File: src/rtl/rp_irq_frontend.sv
module rp_irq_frontend #(
  parameter int          ADDR_W = 12,
  parameter int          DEPTH  = 8,
  parameter logic [31:0] IMPL   = 32'h1FF3_0FED
) (
  input  logic              clk,
  input  logic              rst_n,
  input  logic              reg_wr,
  input  logic [ADDR_W-1:0] reg_addr,
  input  logic [31:0]       reg_wdata,
  output logic [31:0]       reg_rdata,
  input  logic [31:0]       event_in,
  input  logic              intq_push,
  input  logic              intq_msi,
  input  logic [1:0]        intq_line,
  input  logic [15:0]       intq_data,
  input  logic              errq_push,
  input  logic [1:0]        errq_sev,
  input  logic [15:0]       errq_reqid,
  output logic              irq_out,
  output logic              intq_ovf,
  output logic              errq_ovf
);
  localparam int PW = (DEPTH > 1) ? $clog2(DEPTH) : 1;
  localparam int CW = $clog2(DEPTH + 1);
  localparam logic [ADDR_W-1:0] A_DEC = ADDR_W'('h138);
  localparam logic [ADDR_W-1:0] A_MSK = ADDR_W'('h13C);
  localparam logic [ADDR_W-1:0] A_EQ  = ADDR_W'('h154);
  localparam logic [ADDR_W-1:0] A_IQ1 = ADDR_W'('h158);
  localparam logic [ADDR_W-1:0] A_IQ2 = ADDR_W'('h15C);
  localparam logic [CW-1:0]     FULL  = CW'(DEPTH);

  function automatic logic [PW-1:0] nxt(input logic [PW-1:0] p);
    return (p == PW'(DEPTH - 1)) ? '0 : p + 1'b1;
  endfunction

  logic [31:0] decode, mask, set_v, clr_v;
  logic [18:0] iq_mem [DEPTH];
  logic [15:0] eq_mem [DEPTH];
  logic [PW-1:0] iq_rd, iq_wr, eq_rd, eq_wr;
  logic [CW-1:0] iq_cnt, eq_cnt;

  wire iq_pop = reg_wr && reg_addr == A_IQ1 && iq_cnt != 0;
  wire eq_pop = reg_wr && reg_addr == A_EQ  && eq_cnt != 0;
  wire iq_acc = intq_push && (iq_cnt != FULL || iq_pop);
  wire eq_acc = errq_push && (eq_cnt != FULL || eq_pop);
  wire [18:0] iq_head = iq_mem[iq_rd];
  wire [15:0] eq_head = eq_mem[eq_rd];

  assign clr_v   = (reg_wr && reg_addr == A_DEC) ? reg_wdata : 32'h0;
  assign irq_out = |(decode & mask);

  always_comb begin
    set_v = event_in;
    if (iq_acc) set_v[intq_msi ? 17 : 16] = 1'b1;
    if (eq_acc) set_v[errq_sev == 2'd0 ? 9 : (errq_sev == 2'd1 ? 10 : 11)] = 1'b1;
  end

  always_comb begin
    reg_rdata = 32'h0;
    case (reg_addr)
      A_DEC: reg_rdata = decode;
      A_MSK: reg_rdata = mask;
      A_EQ:  if (eq_cnt != 0) reg_rdata = {13'h0, 1'b1, 2'b00, eq_head};
      A_IQ1: if (iq_cnt != 0) reg_rdata = {1'b1, iq_head[18], 1'b0, iq_head[17:16], 27'h0};
      A_IQ2: if (iq_cnt != 0) reg_rdata = {16'h0, iq_head[15:0]};
      default: reg_rdata = 32'h0;
    endcase
  end

  always_ff @(posedge clk) begin
    if (!rst_n) begin
      decode   <= '0;
      mask     <= '0;
      iq_rd    <= '0;
      iq_wr    <= '0;
      iq_cnt   <= '0;
      eq_rd    <= '0;
      eq_wr    <= '0;
      eq_cnt   <= '0;
      intq_ovf <= 1'b0;
      errq_ovf <= 1'b0;
    end else begin
      decode <= ((decode & ~clr_v) | set_v) & IMPL;
      if (reg_wr && reg_addr == A_MSK) mask <= reg_wdata & IMPL;
      if (iq_acc) iq_wr <= nxt(iq_wr);
      if (iq_pop) iq_rd <= nxt(iq_rd);
      iq_cnt <= iq_cnt + CW'(iq_acc) - CW'(iq_pop);
      if (eq_acc) eq_wr <= nxt(eq_wr);
      if (eq_pop) eq_rd <= nxt(eq_rd);
      eq_cnt <= eq_cnt + CW'(eq_acc) - CW'(eq_pop);
      if (intq_push && !iq_acc) intq_ovf <= 1'b1;
      if (errq_push && !eq_acc) errq_ovf <= 1'b1;
    end
  end

  always_ff @(posedge clk) begin
    if (iq_acc) iq_mem[iq_wr] <= {intq_msi, intq_line, intq_data};
    if (eq_acc) eq_mem[eq_wr] <= errq_reqid;
  end


  dec_w1c_chk: assert property (@(posedge clk) disable iff (!rst_n)
    (reg_wr && reg_addr == A_DEC && event_in == 0 && !intq_push && !errq_push)
      |=> ((decode & $past(reg_wdata)) == 0));

  iq_pop_chk: assert property (@(posedge clk) disable iff (!rst_n)
    (iq_pop && !intq_push) |=> (iq_cnt == $past(iq_cnt) - 1'b1));

  iq_depth_chk: assert property (@(posedge clk) disable iff (!rst_n)
    (iq_cnt <= FULL) && (eq_cnt <= FULL));

  iq_full_drop_chk: assert property (@(posedge clk) disable iff (!rst_n)
    (intq_push && iq_cnt == FULL && !(reg_wr && reg_addr == A_IQ1))
      |=> (iq_cnt == $past(iq_cnt)) && intq_ovf);

  eq_full_drop_chk: assert property (@(posedge clk) disable iff (!rst_n)
    (errq_push && eq_cnt == FULL && !(reg_wr && reg_addr == A_EQ))
      |=> (eq_cnt == $past(eq_cnt)) && errq_ovf);

  ovf_sticky_chk: assert property (@(posedge clk) disable iff (!rst_n)
    (intq_ovf |=> intq_ovf) and (errq_ovf |=> errq_ovf));

  iq_empty_rd_chk: assert property (@(posedge clk) disable iff (!rst_n)
    (iq_cnt == 0 && (reg_addr == A_IQ1 || reg_addr == A_IQ2)) |-> (reg_rdata == 0));
endmodule

File: config.mk
export PLATFORM = sky130hd
export DESIGN_NAME = rp_irq_frontend
export DESIGN_NICKNAME = d
export VERILOG_FILES = /design/src/rtl/rp_irq_frontend.sv
export SDC_FILE = /design/constraint.sdc
export NUM_CORES = 1
export LEC_CHECK = 0
export BUFFER_PORTS_ARGS = -buffer_cell sky130_fd_sc_hd__buf_4
export CORE_MARGIN = 5
export CORE_UTILIZATION = 40
export DETAILED_ROUTE_END_ITERATION = 10
export PLACE_DENSITY = 0.62
export SETUP_SLACK_MARGIN = 0.3
export SYNTH_ARGS = -nofsm -noshare
export SYNTH_HDL_FRONTEND = slang
export SYNTH_SLANG_ARGS = --single-unit
File: constraint.sdc
create_clock -name clk -period 5.1 [get_ports clk]
set_clock_uncertainty 0.2 [all_clocks]
set_input_delay 0.765 -clock clk [delete_from_list [all_inputs] [get_ports clk]]
set_output_delay 0.765 -clock clk [all_outputs]
set_load 0.1 [all_outputs]
Word level (Yosys, flattened, before mapping). Memories as Yosys holds them, arrays and structs flattened. A register that Yosys moved wholly into a read port is not among the register bits. Cells that the tools add are included.

Bits of input ports: 118. Flip-flop bits (word level): 64. Memories: 2. Word-level logic and storage cells: 88. Output and inout port bits: 35. Memory bits (writable): 280.

Memories: iq_mem (words 8, width 19, rd ports 1, clocked after memory_dff 1, write ports 1, line 38) `logic [18:0] iq_mem [DEPTH];`; eq_mem (words 8, width 16, rd ports 1, clocked after memory_dff 1, write ports 1, line 39) `logic [15:0] eq_mem [DEPTH];`.

$add $sub $neg: 8. Equal/unequal tests: 12. Multiplexer cells: 26. Bitwise gates (word level): 6. $lt $le $gt $ge: 4. Reductions and logical operators: 20.

Operators by type and width (number): 32-bit case mux with 5 select lines (1); 29-bit two-way mux (3); 29-bit bitwise OR (3); 12-bit by 9-bit == test with 1-bit output, second input constant (5); 29-bit bitwise AND (2); 32-bit two-way mux (1); 32-bit OR reduction (1); 29-bit inverter (1); 3-bit two-way mux (8); 19-bit two-way mux (1); 16-bit two-way mux (1); 3-bit by 1-bit adder with 3-bit output, second input constant (4); 3-bit == test, second input constant (4); 1-bit logical AND (12); 1-bit demux with 5-bit select (2); 4-bit by 1-bit adder with 4-bit output (2); 1-bit two-way mux (8); 4-bit != test, second input constant (2); 4-bit nonzero test (2); 4-bit by 1-bit subtractor with 4-bit output (2); 4-bit by 6-bit less-than comparator with 1-bit output, second input constant (1); 5-bit by 6-bit less-than comparator with 1-bit output, second input constant (1); 5-bit by 1-bit greater-or-equal comparator with 1-bit output, second input constant (1); 4-bit by 1-bit greater-or-equal comparator with 1-bit output, second input constant (1); 5 further kinds (7).

Depth between registers and ports, before layout.
Depth after elaboration: 10. Gate-level depth with buffers: 12. Depth with buffers taken out: 11.

Least setup slack after synthesis. OpenSTA, ideal clock, no wires.

Path kind: input -> output. From: in reg_addr[9]. To: out reg_rdata[27]. Stages on the path: 4. Data required time: 4.135 ns. Path buffers: 1. Arrival: 4.144 ns. Path slack: -0.009 ns. Cell sequence: or4b_1 > buf_2 > or4_1 > o21ai_0.

Word-level cells in the longest chain between the ends: 2. Elaborated cells between the ends (all ways): 6. Those cells by class: eq/ne: 5; mux: 1.

Ends and longest elaborated chain: start, declared (line 9) `input logic [ADDR_W-1:0] reg_addr,`; 12-bit by 9-bit == test with 1-bit output (line 61) `case (reg_addr)`; 32-bit case mux with 5 select lines (*) (line 61); end, declared (line 11) `output logic [31:0] reg_rdata,`.

Every way passes the cells marked *; elsewhere a longest branch is shown, timed or not.

Final worst setup path.
From: in reg_addr[9]. To: out reg_rdata[11].

Same word-level chain as after synthesis.

==> results.md <==
* Io pins at 153
* Sink count of the clock tree at 350
* Synth Flop Type: edfxtp_1
* Reg2Reg Depth at 11
* Synthesized area per cell at around 17 µm²
* Sw Share at 22.90%
* WL per Instance at 21.73 µm
* Post-Synth Adder-Cell Area at 1.865%
* First-pass GRT wire length at 49260 µm
* Via count at about 8100
* Share of layout cells above drive strength 1 at between 30% and 40%
* Setup crit end: reg_rdata[11]
* Max cap viols at 0
* Multi-input gate area at around 4200 µm²
* Final slew viol count at 0
* Simple-gate portion of the synthesized area at ~5.8%
* Layout area overhead at 20.99%
* Sequential cell area at a little under 10000 µm²
* Async set or reset register ratio after synthesis at 0%
* Int Pwr at between 0.005 and 0.006 W
* Reg2Reg Launch Point: eq_cnt[2]
* DR pass1 iterations at 4
* H-tree lvl count at 2
* Worst hold path type: in2reg
* Reg2reg setup slack at between 2000 and 2500 ps
* Period minus WS final at around 4300 ps
* Number of flops mapped to enable cells by yosys at 280
* Detailed Place HPWL at 21000 µm
* Fin crit share at approximately 85%
* Clock Pin Slew Worst Setup and Hold Paths at approximately 60 ps
* Seq/Total Area, Yosys at between 60% and 70%
* Reg-to-reg endpoint: eq_cnt[2]
* Port Buf Inserts at 128
* CP max FO at 14
* Vias/cell at 5.405
* Gpl congestion at between 0.7 and 0.8
* Fin area at ~17000 µm²
* Pre-CTS setup slack at ~800 ps
* Mapped Cells at about 850
* Worst hold path startpoint: reg_wdata[7]
* Die area at roughly 39000 µm²
* Post-synth top cells: 280 x edfxtp_1, 70 x dfxtp_1, 70 x mux4_2, 70 x nand2_1, 47 x mux2i_1
* Clock Latency Late Sink at 520 ps
* Multiplexer share of the synthesized area at between 10% and 20%
* Initial Utilization at about 40%
* Antenna Nets Post-Route at 0
* Placed Instances at around 1400
* Post-synth cell types at between 50 and 60
* Fmax at ~230 MHz
* Combinational power share at 8.5%
* Die height at 198.5 µm
* Largest net degree at the start of global routing at 83
* Mapped Area at 14220 µm²
* CTS tree: built
* Initial antenna violation count at 2
* Flops & latches, synth at 350
* Top-area cell type share of the netlist area at approximately three fifths
* Number of DRC markers in iteration 0 at slightly below 400
* Post-synthesis xor/xnor area fraction at less than 1%
* TNS Setup at 0 ps
* Main combinational cell family by area after synthesis: multiplexers
* Startpoint Class: primary input
* # nets final at approximately 1100
* Switching power at approximately 0.0015 W
* Dpl cell area at around 16000 µm²
* CTS root buffer: clkbuf_16
* Vias in the first global route at 8361
* Worst Tran Pin Value at between 1000 and 1500 ps
* Top-count cell post-synth: edfxtp_1
* Fillers at a little under 3000
* Setup slack after layout at 775.3 ps
* Static Leak at a little under 6 nW
* Arr. time, crit path at around 3400 ps
* Relative slew margins at between 20% and 30%
* Yosys warns at 0
* Core Area at 35310 µm²
* Die X at approximately 200 µm
* Fin. Hold Viols at 0
* Post-CTS Setup Bufs at 0
* Clock power share at between 40% and 50%
* Total CTS buffers at 38
* Hold-fix buffers at CTS at 0
* Launch point of the worst path: reg_addr[9]
* Critical path class: in2out
* Routed wire length at approximately 33000 µm
* CP Capture Type: output pin
* Max VDD drop at between 200 and 250 µV
* CP required at approximately 4100 ps
* Finished Layout Cells at ~1500
* DRC Markers at 0
* Clk buf depth at 3
* FP Rows at 69
* Status: complete, no violations
* Top cells by area, synth: edfxtp_1 59%, mux4_2 11%, dfxtp_1 9.9%, mux2i_1 3.3%, nand2_1 1.8%
* PD cells at about 380 nW/µm²
* Complex-gate fraction of the synthesized area at between 5 and 6%
* GR Overflow Total at 0
* Yosys top cell by area: edfxtp_1
* GRT Resource Usage Total at 16.34%
* Reg power frac at 50.1%
* Cts repair resizes at 0
* RSZ-0062 raised after global routing: no
* Count of final setup violators at 0
critical path: stages:
cell and delay [ps]:
buf_4 100, or4b_1 670, or4_4 720, inv_1 480
nand2_1 110, o221ai_1 150, buf_4 360
sequential cells by signal, summed over array words and instances, names as in the netlist, 4 cells and up, named ones only:
register and flops:
eq_mem 128, iq_mem 152, decode 21, mask 21, iq_cnt 4, eq_cnt 4
layout by cell type, fill, tap and decap left out, drive strengths merged, types with 7 or more instances in the layout:
| master | netlist | final |
|---|---|---|
| a21oi | 9 | 9 |
| a22o | 9 | 9 |
| a22oi | 21 | 21 |
| a31oi | 17 | 17 |
| buf | 22 | 164 |
| clkbuf | 27 | 44 |
| clkinv | 0 | 14 |
| dfxtp | 70 | 70 |
| edfxtp | 280 | 280 |
| ha | 18 | 18 |
| inv | 31 | 34 |
| mux2 | 10 | 10 |
| mux2i | 47 | 47 |
| mux4 | 70 | 70 |
| nand2 | 70 | 70 |
| nand2b | 7 | 7 |
| nand4 | 7 | 7 |
| nor2 | 12 | 12 |
| nor3 | 9 | 9 |
| o21ai | 34 | 34 |
| o221ai | 10 | 10 |
| o22ai | 9 | 9 |
cell type report:
cell class	instances	area share [%]
Sequential cell	350	57.03
Multi-Input combinational cell	424	24.48
Timing Repair Buffer	164	7.156
Clock buffer	44	5.716
Tap cell	461	3.353
Clock inverter	24	1.571
Inverter	31	0.6764
Antenna cell	1	0.01455
power by group through the flow:
stage	logic (W)	clock network, W	registers [W]
final	0.000558	0.00273	0.00330
after global routing	0.000615	0.00291	0.00332
after CTS	0.000569	0.00279	0.00331
after detailed placement	0.000566	0	0.00337
after global placement	0.000553	0	0.00336
after floorplan	0.000315	0	0.00336
routing by layer:
layer  global-route usage (%)  part of all wire [%]  up-vias
met3                    3.117                   6.0       55
met1                    22.72                    44     4119
met4                    4.661                   2.6        2
li1                         -                     -     3705
met2                    26.57                    48      221
met5                        0                 0.061        -
per-stage QoR:
stage                     hold WS, ps  utilization (%)  total power (W)
after global placement          242.5            45.16         0.003909
after CTS                       199.5            48.72         0.006668
final                           224.9            48.72         0.006592
after detailed placement        258.9            45.16         0.003931
after floorplan                 246.8                -         0.003673
after global routing            204.2            48.72         0.006840
cells by family (layout without fill, tap and decap cells):
group,Yosys count,count (layout)
adder cells (fa/ha/maj),20,20
buffers and inverters,80,263
XOR/XNOR,4,4
AO/OA/AOI/OAI,120,120
multiplexers,127,127
other,1,3
flip-flops,350,350
AND/OR/NAND/NOR,151,151
how the worst min path moves through the flow:
stage,endpoint,slack [ps],cells after the start
floorplan,mask[8],250,2
global placement,intq_ovf,240,2
detailed placement,errq_ovf,260,1
CTS,decode[7],200,2
global route,decode[20],200,2
finish,decode[7],220,2
Power figures use the tool's default switching activity.
